**src/rtl/addr_ref_counter.sv**
```systemverilog
module addr_ref_counter #(
  parameter int ADDR_W = 16,
  parameter int GROUPS = 8,
  parameter int CNT_W  = 16,
  localparam int IDX_W = $clog2(GROUPS)
) (
  input  logic              clk,
  input  logic              rst_n,
  input  logic [ADDR_W-1:0] bus_addr,
  input  logic              bus_sync,
  input  logic              cfg_we,
  input  logic [IDX_W-1:0]  cfg_idx,
  input  logic [ADDR_W-1:0] cfg_value,
  input  logic [ADDR_W-1:0] cfg_mask,
  input  logic              clear_all,
  input  logic [IDX_W-1:0]  view_sel,
  output logic [CNT_W-1:0]  view_count,
  output logic              view_pulse
);

  localparam logic [CNT_W-1:0] CNT_MAX = '1;

  logic              sync_q;
  logic              rise;
  logic [ADDR_W-1:0] grp_val  [GROUPS];
  logic [ADDR_W-1:0] grp_mask [GROUPS];
  logic [CNT_W-1:0]  cnt      [GROUPS];
  logic [GROUPS-1:0] hit_q;

  always_ff @(posedge clk) begin
    if (!rst_n) sync_q <= 1'b0;
    else        sync_q <= bus_sync;
  end

  assign rise = bus_sync & ~sync_q;

  for (genvar g = 0; g < GROUPS; g++) begin : g_grp
    always_ff @(posedge clk) begin
      if (!rst_n) begin
        grp_val[g]  <= '0;
        grp_mask[g] <= '0;
      end else if (cfg_we && cfg_idx == IDX_W'(g)) begin
        grp_val[g]  <= cfg_value;
        grp_mask[g] <= cfg_mask;
      end
    end

    always_ff @(posedge clk) begin
      if (!rst_n) hit_q[g] <= 1'b0;
      else        hit_q[g] <= rise && (((bus_addr ^ grp_val[g]) & ~grp_mask[g]) == '0);
    end

    always_ff @(posedge clk) begin
      if (!rst_n || clear_all) cnt[g] <= '0;
      else if (hit_q[g])       cnt[g] <= cnt[g] + 1'b1;
    end

    p_one_clock_r8: assert property (@(posedge clk) disable iff (!rst_n)
      hit_q[g] |=> !hit_q[g]);
    p_hit_in_strobe_r3: assert property (@(posedge clk) disable iff (!rst_n)
      hit_q[g] |-> sync_q);
    p_step_r2: assert property (@(posedge clk) disable iff (!rst_n)
      (hit_q[g] && !clear_all) |=> cnt[g] == CNT_W'($past(cnt[g]) + 1'b1));
    p_hold_r3: assert property (@(posedge clk) disable iff (!rst_n)
      (!hit_q[g] && !clear_all) |=> $stable(cnt[g]));
    p_wrap_r5: assert property (@(posedge clk) disable iff (!rst_n)
      (hit_q[g] && !clear_all && cnt[g] == CNT_MAX) |=> cnt[g] == '0);
    p_clear_r6: assert property (@(posedge clk) disable iff (!rst_n)
      clear_all |=> cnt[g] == '0);
  end

  assign view_count = cnt[view_sel];
  assign view_pulse = hit_q[view_sel];

  p_pulse_count_r7: assert property (@(posedge clk) disable iff (!rst_n)
    ($stable(view_sel) && view_pulse && !clear_all) |=> view_count == CNT_W'($past(view_count) + 1'b1));

endmodule

```
**config.mk**
```make
export PLATFORM = sky130hd
export DESIGN_NAME = addr_ref_counter
export DESIGN_NICKNAME = d
export VERILOG_FILES = /design/src/rtl/addr_ref_counter.sv
export SDC_FILE = /design/constraint.sdc
export NUM_CORES = 1
export LEC_CHECK = 0
export CORE_MARGIN = 2
export CORE_UTILIZATION = 41
export CTS_CLUSTER_DIAMETER = 120
export DETAILED_ROUTE_END_ITERATION = 16
export HOLD_SLACK_MARGIN = 0.08
export PLACE_DENSITY = 0.57
export SYNTH_ARGS = -nofsm -noshare
export SYNTH_HDL_FRONTEND = slang
export SYNTH_SLANG_ARGS = --single-unit
```
**constraint.sdc**
```tcl
create_clock -name clk -period 3.9 [get_ports clk]
set_input_delay 0.78 -clock clk [delete_from_list [all_inputs] [get_ports clk]]
set_output_delay 0.78 -clock clk [all_outputs]
set_load 0.01 [all_outputs]
```
-- After elaboration in Yosys (flattened, before gate mapping)
Memories as Yosys holds them, arrays and structs flattened.
Cells that the tools add are included.
- bits in writable memories: 384
- output and inout bits: 17
- input bits: 59
- flip-flop bits (word level): 9
- memories: 3
- logic and storage cells: 182
- reduce and logical (&&, ||, !) cells: 27
- bitwise gates (word level): 50
- mux-type cells: 77
- $add $sub $neg: 8
- magnitude comparators: 1
- equality and inequality tests: 7
- memories (name ; words ; width ; read ports ; clocked after memory_dff ; wr ports ; RTL line ; source):
    cnt ; 8 ; 16 ; 9 ; 0 ; 8 ; 27 ; logic [CNT_W-1:0] cnt [GROUPS];
    grp_mask ; 8 ; 16 ; 8 ; 0 ; 8 ; 26 ; logic [ADDR_W-1:0] grp_mask [GROUPS];
    grp_val ; 8 ; 16 ; 8 ; 0 ; 8 ; 25 ; logic [ADDR_W-1:0] grp_val [GROUPS];
- operators by type and width (operator ; count):
    2-to-1 mux 16 bit ; 24
    adder 16 x 1 -> 16 bit, second input constant ; 8
    bitwise AND 16 bit ; 8
    logical NOT 16 bit ; 8
    NOT 16 bit ; 8
    XOR 16 bit ; 8
    2-to-1 mux 1 bit ; 52
    bitwise OR 1 bit ; 24
    logical AND 1 bit ; 16
    == test 3 bit, second input constant ; 4
    == test 3 x 2 -> 1 bit, second input constant ; 2
    less-than comparator 3 x 4 -> 1 bit, second input constant ; 1
    binary-select mux 1 bit (select 3 bit) ; 1
    == test 3 x 1 -> 1 bit, second input constant ; 1
    logical NOT 3 bit ; 1
    bitwise AND 1 bit ; 1
    logical NOT 1 bit ; 1
    logical OR 1 bit ; 1
    NOT 1 bit ; 1

-- Longest topological paths before layout
- depth after elaboration: 6
- depth in mapped cells: 6
- depth with buffers taken out: 5

-- Worst setup path before layout
OpenSTA, ideal clock, no wires.
- path kind: input to register
- start: in cfg_idx[2]
- end: mem grp_mask[0][0], enable pin
- library setup time: 0.470 ns
- slack: 0.053 ns
- arrival time: 3.377 ns
- required time: 3.430 ns
- stages on the path: 2
- buffers on the path: 0
- path through: nand2b_1 > o31ai_1
- RTL lines (element ; RTL line ; source):
    start: declaration ; 12 ; input logic [IDX_W-1:0] cfg_idx,
    end: declaration ; 26 ;

-- Worst setup path after layout
- start: in view_sel[1]
- end: out view_count[3]
- cells in the longest elaborated chain, start to end: 1
- RTL lines (element ; RTL line ; source):
    start: declaration ; 16 ; input logic [IDX_W-1:0] view_sel,
    memory (8 x 16 bit) ; - ;
    end: declaration ; 17 ; output logic [CNT_W-1:0] view_count,
No other way between the ends.

==> results.cfg <==
[worst_setup_path]
crit_path_start = view_sel[1]
reg2reg_depth = 4
critPathMaxFanout = 12
cp-start-kind = input pin
crit_required_ns = 3.12
rrSetupSlack_ns = 1.76
crit_type = input pin to primary output
rr_startpoint = cnt[5][2]
r2r_end = cnt[5][13]
cp-end-kind = primary output
critPathArrivalTime_ns = 2.66

[floorplan]
start_util = 0.413
dieArea_um2 = 48500
io_pins = 76
dieWidth_um = 220
core_um2 = 46400
die-height_um = 220
std_cell_rows = 79

[clock_tree]
clock_path_buffers = 3
clock_latency_ns = 0.58
cts_root_buffer = clkbuf_16
postCtsSetupRepairBufs = 0
clk_pin_slew_ns = 0.06
cts_num_sinks = 393
h-tree-depth = 2
cts_tree = built
cts_resized = 0
postCtsHoldBufs = 0
cts_buffers = 44

[hold_path]
whs_path_depth = 2
hold_end = hit_q[4]
hold_start = grp_mask[1][6]
min_path_type = flop to flop

[routing]
drc_errors = 0
num_vias = 11900
viasPerCell = 5.35
antenna_left = 0
drt_iter0_markers = 995
first_pass_iters = 5
wirelength_um = 48000
routedWlPerCell_um = 21.7

[yosys]
synth_area_um2 = 19200
synth.top_cell.area_share = 0.602
ys_warn_count = 0
ys_seq_area_frac = 0.611
synthDistinctLibCells = 46
netlist_instances = 1493
synth_nets = 1560
syn_area_per_cell_um2 = 12.8
yosys.area.top_type = edfxtp_1
synthTopCellsByArea = edfxtp_1 60%, and2_1 8.5%, xnor2_1 7.9%
ys_seq_elements = 393

[run_status]
status = completed

[power]
p_per_area_nw_per_um2 = 441
switching_share = 0.236
p_seq_frac = 0.519
clkPwrFrac = 0.402
intPower_mw = 7.43
comb_power_share = 0.079
vdd_ir_drop_max_mv = 0.306
p_leak_nw = 7.25
switchingPower_mw = 2.29

[sta]
rsz0062_at_grt = false
period_share = 0.882
fin_tns_setup_ns = 0
setup_viol = 0
worst_pin_slew_ns = 0.795
timing.fmax_mhz = 291
layout_min_cycle_time_ns = 3.44
slew-limit-headroom = 0.470
drv_slew = 0
hold_viol = 0
whs_ns = 0.547
finClkSkew_ns = 0.0191

[global_routing]
grt_max_degree = 35
grt_overflow_total = 0
first_global_vias = 11700
grtUsageTotal = 0.203
grt_first_pass_wirelength_um = 72700
antenna_found_initial = 3

[place]
place_congestion = 0.889
placement.io_buffers = 75
hpwl_um = 33000

[cells_and_area]
nNetsFinal = 1640
drive_gt1_frac = 0.100
area_delta_synth_final_pct = 15.2

[flow_run]
drv_cap = 0
## synth_stat cells (all sizes together)
library cell,instances
edfxtp,384
and2,259
xnor2,172
nor2,128
clkbuf,57
o22ai,56
nand2,46
nand3,41
xor2,38
mux4,34
nand4,32
o21ai,29
a21oi,26
or3,24
and3,21
nor3,20
nor4,20
mux2,17
and4,12
nand2b,12
buf,11
or4,10
dfxtp,9
ha,8
inv,8
a31o,2
nor4b,2
o2111ai,2
o31ai,2
or2,2
a31oi,1
a41o,1
mux2i,1
nand3b,1
nor2b,1
nor3b,1
o41ai,1
or3b,1
or4b,1
## through the flow
stage                     std cells  power, mW   util  setup slack (ns)  area [µm²]
final                          2214       9.73  0.476             0.461       22100
after global routing           2213       10.1  0.476             0.400       22100
after CTS                      2212       9.85  0.476             0.479       22100
after detailed placement       2134       5.91  0.447             0.484       20700
after global placement         2134       5.90  0.447             0.507       20700
after floorplan                1493       5.53      -            0.0530       19200
## state kept, by name, summed over array words and instances (netlist names)
| register | count |
|---|---|
| hit_q | 8 |
| grp_mask | 128 |
| grp_val | 128 |
| sync_q | 1 |
| cnt | 128 |
## final cells by class
| type | count | area, µm² |
|---|---|---|
| fillers | 4178 | 24300 |
| flip-flops and latches | 393 | 11700 |
| multi-input cells | 1024 | 7260 |
| clock buffers | 59 | 1190 |
| repair buffers | 102 | 981 |
| well taps | 607 | 759 |
| clock inverters | 19 | 140 |
| inverters | 8 | 30.0 |
| diodes | 2 | 5.00 |
## how the worst max path moves through the flow
stage | end | slack, ns | cells past startpoint
6_report | view_count[3] | 0.46 | 5
5_1_grt | view_count[2] | 0.40 | 5
4_1_cts | view_count[2] | 0.48 | 5
3_5_place_dp | view_count[4] | 0.48 | 5
3_3_place_gp | view_count[4] | 0.51 | 5
2_1_floorplan | grp_mask[0][0] | 0.05 | 2
## layout by cell type (no fill, tap or decap), drive strengths merged, types with 2 or more instances in the layout
cell type | netlist | final
xor2 | 38 | 38
a21oi | 26 | 26
nor4 | 20 | 20
edfxtp | 384 | 384
nor3 | 20 | 20
buf | 11 | 29
o31ai | 2 | 2
dfxtp | 9 | 9
clkbuf | 57 | 59
mux4 | 34 | 34
o21ai | 29 | 29
nand2b | 12 | 12
inv | 8 | 10
ha | 8 | 8
nand4 | 32 | 32
nor4b | 2 | 2
and2 | 259 | 259
a31o | 2 | 2
or3 | 24 | 24
o22ai | 56 | 56
o2111ai | 2 | 2
nand3 | 41 | 41
or2 | 2 | 2
or4 | 10 | 10
nand2 | 46 | 46
mux2 | 17 | 17
clkinv | 0 | 16
and3 | 21 | 21
diode | 0 | 2
xnor2 | 172 | 172
and4 | 12 | 12
nor2 | 128 | 128
clkdlybuf4s50 | 0 | 73
## layer usage
metal  GRT usage  routed length (µm)  up-vias
met2       0.356               24400      280
met3      0.0373                2350       83
met4      0.0678                1450        4
li1            -                   -     5612
met5           0                  30        -
met1       0.253               19700     5872
## worst max-delay path, stage by stage
cell and delay, ns:
buf_2 0.29, buf_4 0.27, mux4_2 0.52, mux2_2 0.30
clkdlybuf4s50_1 0.48
## cell families (layout without fill, tap and decap cells)
kind of cell               Yosys count  in the layout  synth area share
xor gates and xnor gates           210            210            0.0960
and+or+nand+nor                    634            634             0.184
adders and majority gates            8              8           0.00522
DFF                                393            393             0.611
muxes                               52             52            0.0507
other                                0              2                 0
AOI/OAI and AO/OA                  120            120            0.0366
buffers and inverters               76            188            0.0161
## power groups by stage
stage                     clock network, mW  logic [mW]  registers (mW)
after global routing                   4.18       0.834            5.07
after detailed placement                  0       0.782            5.13
final                                  3.91       0.768            5.04
after global placement                    0       0.776            5.13
after floorplan                           0       0.456            5.07
after CTS                              4.02       0.786            5.04
(Power assumes the default switching activity.)
